## config.mk

```make
export PLATFORM = sky130hd
export DESIGN_NAME = ts_capture_unit
export DESIGN_NICKNAME = d
export VERILOG_FILES = /design/src/rtl/ts_cap_pkg.sv /design/src/rtl/ts_slot.sv /design/src/rtl/ts_regbank.sv /design/src/rtl/ts_capture_unit.sv
export SDC_FILE = /design/constraint.sdc
export NUM_CORES = 1
export LEC_CHECK = 0
export CAP_MARGIN = 5
export CORE_MARGIN = 5
export CORE_UTILIZATION = 54
export CTS_CLUSTER_DIAMETER = 120
export DETAILED_ROUTE_END_ITERATION = 6
export MAX_ROUTING_LAYER = met4
export PLACE_DENSITY_LB_ADDON = 0.05
export SLEW_MARGIN = 20
export SYNTH_ARGS = -nofsm -noshare
export SYNTH_HDL_FRONTEND = slang
export SYNTH_HIERARCHICAL = 1
export SYNTH_SLANG_ARGS = --single-unit
```

## constraint.sdc

```tcl
create_clock -name clk -period 4.05 [get_ports clk]
set_input_delay 0.6075 -clock clk [delete_from_list [all_inputs] [get_ports clk]]
set_output_delay 0.6075 -clock clk [all_outputs]
set_load 0.05 [all_outputs]
```

## src/rtl/ts_cap_pkg.sv

```systemverilog
package ts_cap_pkg;
    localparam logic [15:0] ADR_TX_CTRL = 16'hB614;
    localparam logic [15:0] ADR_TX_LO   = 16'hB618;
    localparam logic [15:0] ADR_TX_HI   = 16'hB61C;
    localparam logic [15:0] ADR_RX_CTRL = 16'hB620;
    localparam logic [15:0] ADR_RX_LO   = 16'hB624;
    localparam logic [15:0] ADR_RX_HI   = 16'hB628;

    localparam int VALID_BIT  = 0;
    localparam int TYPE_LSB   = 1;
    localparam int TYPE_W     = 3;
    localparam int ENABLE_BIT = 4;
    localparam int SYSCLK_BIT = 5;

    localparam logic [TYPE_W-1:0] TYPE_ALL = 3'b100;

    typedef struct packed {
        logic              tx_en;
        logic              rx_en;
        logic [TYPE_W-1:0] rx_type;
    } ctrl_t;
endpackage

```

## src/rtl/ts_slot.sv

```systemverilog
module ts_slot #(
    parameter int TIME_W = 64
) (
    input  logic              clk,
    input  logic              rst_n,
    input  logic              arm,
    input  logic              evt,
    input  logic [TIME_W-1:0] time_now,
    input  logic              clear,
    output logic              valid,
    output logic [TIME_W-1:0] stamp,
    output logic              taken
);
    typedef struct packed {
        logic              valid;
        logic [TIME_W-1:0] stamp;
        logic              taken;
    } slot_t;

    slot_t st_d, st_q;
    logic  cap;

    always_comb begin
        st_d       = st_q;
        st_d.taken = 1'b0;
        cap        = arm && evt && !st_q.valid;
        if (cap) begin
            st_d.valid = 1'b1;
            st_d.stamp = time_now;
            st_d.taken = 1'b1;
        end else if (clear) begin
            st_d.valid = 1'b0;
        end
    end

    always_ff @(posedge clk) begin
        if (!rst_n) st_q <= '0;
        else        st_q <= st_d;
    end

    assign valid = st_q.valid;
    assign stamp = st_q.stamp;
    assign taken = st_q.taken;
endmodule

```

## src/rtl/ts_regbank.sv

```systemverilog
module ts_regbank
    import ts_cap_pkg::*;
#(
    parameter int   ADDR_W     = 16,
    parameter int   DATA_W     = 32,
    parameter bit   SYSCLK_IND = 1'b1,
    localparam int  TIME_W     = 2 * DATA_W
) (
    input  logic              clk,
    input  logic              rst_n,
    input  logic              bus_wr,
    input  logic              bus_rd,
    input  logic [ADDR_W-1:0] bus_addr,
    input  logic [DATA_W-1:0] bus_wdata,
    output logic [DATA_W-1:0] bus_rdata,
    input  logic              tx_valid,
    input  logic [TIME_W-1:0] tx_stamp,
    input  logic              rx_valid,
    input  logic [TIME_W-1:0] rx_stamp,
    output logic              tx_en,
    output logic              rx_en,
    output logic [TYPE_W-1:0] rx_type,
    output logic              tx_hi_rd,
    output logic              rx_hi_rd
);
    ctrl_t ctl_d, ctl_q;

    always_comb begin
        ctl_d = ctl_q;
        if (bus_wr && bus_addr == ADDR_W'(ADR_TX_CTRL)) begin
            ctl_d.tx_en = bus_wdata[ENABLE_BIT];
        end
        if (bus_wr && bus_addr == ADDR_W'(ADR_RX_CTRL)) begin
            ctl_d.rx_en   = bus_wdata[ENABLE_BIT];
            ctl_d.rx_type = bus_wdata[TYPE_LSB +: TYPE_W];
        end
    end

    always_ff @(posedge clk) begin
        if (!rst_n) ctl_q <= '0;
        else        ctl_q <= ctl_d;
    end

    always_comb begin
        bus_rdata = '0;
        case (bus_addr)
            ADDR_W'(ADR_TX_CTRL): begin
                bus_rdata[VALID_BIT]  = tx_valid;
                bus_rdata[ENABLE_BIT] = ctl_q.tx_en;
            end
            ADDR_W'(ADR_RX_CTRL): begin
                bus_rdata[VALID_BIT]                = rx_valid;
                bus_rdata[TYPE_LSB +: TYPE_W]       = ctl_q.rx_type;
                bus_rdata[ENABLE_BIT]               = ctl_q.rx_en;
                bus_rdata[SYSCLK_BIT]               = SYSCLK_IND;
            end
            ADDR_W'(ADR_TX_LO): bus_rdata = tx_stamp[DATA_W-1:0];
            ADDR_W'(ADR_TX_HI): bus_rdata = tx_stamp[TIME_W-1:DATA_W];
            ADDR_W'(ADR_RX_LO): bus_rdata = rx_stamp[DATA_W-1:0];
            ADDR_W'(ADR_RX_HI): bus_rdata = rx_stamp[TIME_W-1:DATA_W];
            default:            bus_rdata = '0;
        endcase
    end

    assign tx_en    = ctl_q.tx_en;
    assign rx_en    = ctl_q.rx_en;
    assign rx_type  = ctl_q.rx_type;
    assign tx_hi_rd = bus_rd && bus_addr == ADDR_W'(ADR_TX_HI);
    assign rx_hi_rd = bus_rd && bus_addr == ADDR_W'(ADR_RX_HI);
endmodule

```

## src/rtl/ts_capture_unit.sv

```systemverilog
module ts_capture_unit
    import ts_cap_pkg::*;
#(
    parameter int  ADDR_W     = 16,
    parameter int  DATA_W     = 32,
    parameter bit  SYSCLK_IND = 1'b1,
    localparam int TIME_W     = 2 * DATA_W
) (
    input  logic              clk,
    input  logic              rst_n,
    input  logic [TIME_W-1:0] time_now,
    input  logic              tx_evt,
    input  logic              tx_req,
    input  logic              rx_evt,
    input  logic              bus_wr,
    input  logic              bus_rd,
    input  logic [ADDR_W-1:0] bus_addr,
    input  logic [DATA_W-1:0] bus_wdata,
    output logic [DATA_W-1:0] bus_rdata,
    output logic              rx_taken
);
    logic              tx_en, rx_en, tx_hi_rd, rx_hi_rd;
    logic [TYPE_W-1:0] rx_type;
    logic              tx_valid, rx_valid, tx_taken;
    logic [TIME_W-1:0] tx_stamp, rx_stamp;
    logic              tx_arm, rx_arm;

    assign tx_arm = tx_en && tx_req;
    assign rx_arm = rx_en && (rx_type == TYPE_ALL);

    ts_regbank #(
        .ADDR_W(ADDR_W), .DATA_W(DATA_W), .SYSCLK_IND(SYSCLK_IND)
    ) u_regs (
        .clk(clk), .rst_n(rst_n),
        .bus_wr(bus_wr), .bus_rd(bus_rd), .bus_addr(bus_addr),
        .bus_wdata(bus_wdata), .bus_rdata(bus_rdata),
        .tx_valid(tx_valid), .tx_stamp(tx_stamp),
        .rx_valid(rx_valid), .rx_stamp(rx_stamp),
        .tx_en(tx_en), .rx_en(rx_en), .rx_type(rx_type),
        .tx_hi_rd(tx_hi_rd), .rx_hi_rd(rx_hi_rd)
    );

    ts_slot #(.TIME_W(TIME_W)) u_tx_slot (
        .clk(clk), .rst_n(rst_n), .arm(tx_arm), .evt(tx_evt),
        .time_now(time_now), .clear(tx_hi_rd),
        .valid(tx_valid), .stamp(tx_stamp), .taken(tx_taken)
    );

    ts_slot #(.TIME_W(TIME_W)) u_rx_slot (
        .clk(clk), .rst_n(rst_n), .arm(rx_arm), .evt(rx_evt),
        .time_now(time_now), .clear(rx_hi_rd),
        .valid(rx_valid), .stamp(rx_stamp), .taken(rx_taken)
    );
endmodule

```

-- Word-level counts from Yosys, hierarchy flattened
Cells that the tools add are included.
- bits of input ports: 119
- flip-flop bits (word level): 136
- output and inout port bits: 33
- reductions and logical operators: 14
- equal/unequal tests: 7
- muxes and demuxes: 10
- operator list (kind ; number):
    26-bit one-hot mux with 4 select lines ; 1
    16-bit equality test, second input constant ; 6
    3-bit one-hot mux with 5 select lines ; 1
    1-bit one-hot mux with 6 select lines ; 2
    1-bit logical AND ; 10
    1-bit 2-to-1 mux ; 5
    1-bit one-hot mux with 5 select lines ; 1
    2-bit nonzero test ; 2
    3-bit equality test, second input constant ; 1
    1-bit logical NOT ; 2

-- Longest topological paths before layout
- depth after elaboration: 5
- depth in mapped cells: 7
- depth with buffers taken out: 5

-- Cells and area by module
Netlist, hierarchy kept.
- modules (own cells, without submodules) (module ; times used ; sequential area each (µm²) ; area an instance (µm²) ; cells each):
    ts_slot ; 2 ; 1321.3 ; 2602.5 ; 284
    ts_regbank ; 1 ; 100.1 ; 1204.9 ; 155
    ts_capture_unit ; 1 ; 0.0 ; 18.8 ; 2

-- Worst setup path before layout
OpenSTA, ideal clock, no wires.
- path kind: input to output
- start point: input bus_addr[4]
- end point: output bus_rdata[5]
- stages on the path: 5
- data required time: 3442 ps
- buffers on the path: 1
- arrival: 2710 ps
- setup slack: 733 ps
- path through: or4b_1 > buf_2 > nor3_1 > a22oi_1 > o31ai_1
- longest elaborated chain between the ends: 2
- ends and longest elaborated chain (item ; RTL line ; source):
    from (decl) ; ts_capture_unit.sv:17 ; input logic [ADDR_W-1:0] bus_addr,
    16-bit equality test ; ts_regbank.sv:46 ; case (bus_addr)
    1-bit one-hot mux with 5 select lines * ; ts_regbank.sv:46 ;
    to (decl) ; ts_capture_unit.sv:19 ; output logic [DATA_W-1:0] bus_rdata,
Every way passes the cells marked *; elsewhere a longest branch is shown, timed or not.

-- Final worst setup path
- start point: input bus_addr[10]
- end point: output bus_rdata[22]
- longest elaborated chain between the ends: 2
- ends and longest elaborated chain (item ; RTL line):
    16-bit equality test ; ts_regbank.sv:46
    26-bit one-hot mux with 4 select lines * ; ts_regbank.sv:46
Marks and branches as above.

==> run metrics <==
reg2reg setup slack=2.05 ns; Clock power frac=0.511; port bufs=123; Final Skew=0.0107 ns; CTS tree=built; total net switching power=0.000662 W; final setup margin=0.424 ns; Post-Syn Nets=842; Die W=119 um; crit-path max FO=13; # hold bufs at CTS=0; Antenna diodes=0; Cells on Worst Hold Path=2; post-cts sizing count=0; H-tree Lvls=4; detailed placer's ending HPWL=10200 um; Die Area=0.0141 sq mm; average wire per standard cell=16.4 um; post-CTS setup buffers=0; RD Place Congestion=0.796; critical path class=primary input to output pin; setup TNS=0 ns; Worst-Skew Late Latency=0.42 ns; Final Setup Violations=0; outcome=completed; Slew headroom=0.373; vias in the first global route=5453; CORE AREA=0.0115 sq mm; DRT Wirelength=16000 um; number of max-cap violations=0; R2R depth=4; worst r2r dst=u_rx_slot/stamp[12]; P&R area growth vs syn=33.5%; Netlist Area Pre-Place=0.00640 sq mm; max-slew violation count=0; # DRC=0; FF-to-FF Start=u_regs/rx_type[1]; share of cells above drive strength 1=0.108; Initial Util=0.556; unrepaired setup endpoints after global routing=no; Post-Layout Cell Count=977; first-pass GRT wire length=26400 um; Post-DP Area=0.00793 sq mm; die height=119 um; Sw Share=0.213; GRT overflow=0; Worst setup SP type=primary input; total track usage=0.237; final instance area=0.00855 sq mm; crit path DAT=3.02 ns; row cnt=39; initial antenna violation count=0; Period Utilization, post-route=0.895; post-placement cell count=945; Layout Utilization=0.742; CP cell instances=clkdlybuf4s50_1, or4bb_1, nor4_4, buf_4, a22oi_1, nand2_1, buf_12; CTS Root Cell=clkbuf_16; slowest stage delay, CP=0.78 ns; pin count of the biggest net entering global routing=148; Final min period=3.63 ns; slowest cell on the critical path=or4bb_1; most frequent cells in the layout=nand2_1, dfxtp_1, mux2i_1; HP Class=flop to flop; combinational power share=0.059; Lkg Pwr=3.15 nW; fin nets=940; post-route antenna net violation count=0; Worst Hold End=u_tx_slot/stamp[59]; post-synthesis cell count=723; register share of total power=0.430; P_int=0.00245 W; vias=5378; IO Pins=152; clk buf depth=2; P per Cell Area=364 mW/mm^2; commonest non-fill, non-tap cell in the layout=nand2_1; drt initial violations=416; Peak Freq=276 MHz; Hold Startpoint=u_tx_slot/stamp[59]; pre-CTS setup slack=0.414 ns; synth warn=6; Vias/cell=5.50; maximum vdd drop=329 uV; clock-pin slew on the worst setup and hold paths=0.05 ns; slew at the pin with the worst max-slew slack=0.941 ns; Num CTS Buffers=17; Critical Path End Type=output pin; synthesized area per cell=8.86 sq um; Hold Vio Cnt, Final=0; drt first pass iters=6; Worst Path Required=3.44 ns; clk sinks=136
## registers in the layout, summed over array words and instances, names as in the netlist
register         cells
u_regs/tx_en         1
u_tx_slot/stamp     64
u_rx_slot/taken      1
u_tx_slot/valid      1
u_rx_slot/stamp     64
u_regs/rx_en         1
u_rx_slot/valid      1
u_regs/rx_type       3
## worst max-delay path by stage
stage | endpoint | start | cells after the start
after CTS | bus_rdata[29] | bus_addr[10] | 7
after detailed placement | bus_rdata[29] | bus_addr[10] | 7
after global placement | bus_rdata[29] | bus_addr[10] | 7
final | bus_rdata[22] | bus_addr[10] | 7
after global routing | bus_rdata[3] | bus_addr[10] | 6
after floorplan | bus_rdata[5] | bus_addr[4] | 5
## metrics by stage
step | hold WS, ns | power, W
CTS | 0.460 | 0.00313
floorplan | 0.434 | 0.00144
finish | 0.457 | 0.00311
global route | 0.477 | 0.00321
detailed placement | 0.450 | 0.00155
global placement | 0.442 | 0.00154
## power by group through the flow
stage	sequential, W	clock, W	combinational [W]
after global routing	0.00134	0.00168	0.000200
after CTS	0.00134	0.00161	0.000183
final	0.00134	0.00159	0.000184
after detailed placement	0.00137	0	0.000182
after floorplan	0.00137	0	0.0000718
after global placement	0.00137	0	0.000176
## layer usage
metal	share of wire	global-route usage	wire, um	up-vias
met4	0.018	0.0847	284	0
met2	0.50	0.388	8070	154
met1	0.42	0.280	6810	2534
li1	-	-	-	2671
met3	0.054	0.0654	868	19
met5	0	-	0	-
## critical path, delay by kind of cell
kind / cells / cell delay (ns)
compound gates: 1 / 0.12
buf+inv: 3 / 0.92
simple gates: 3 / 1.37
## final cells by class
cell class / count / area [sq um]
clock buffer: 20 / 467
multi-input combinational: 529 / 3320
tap: 143 / 179
fill: 872 / 2970
sequential: 136 / 2720
timing repair buffer: 136 / 1710
inverter: 1 / 3.75
clock inverter: 12 / 149
Power figures use the tool's default switching activity.
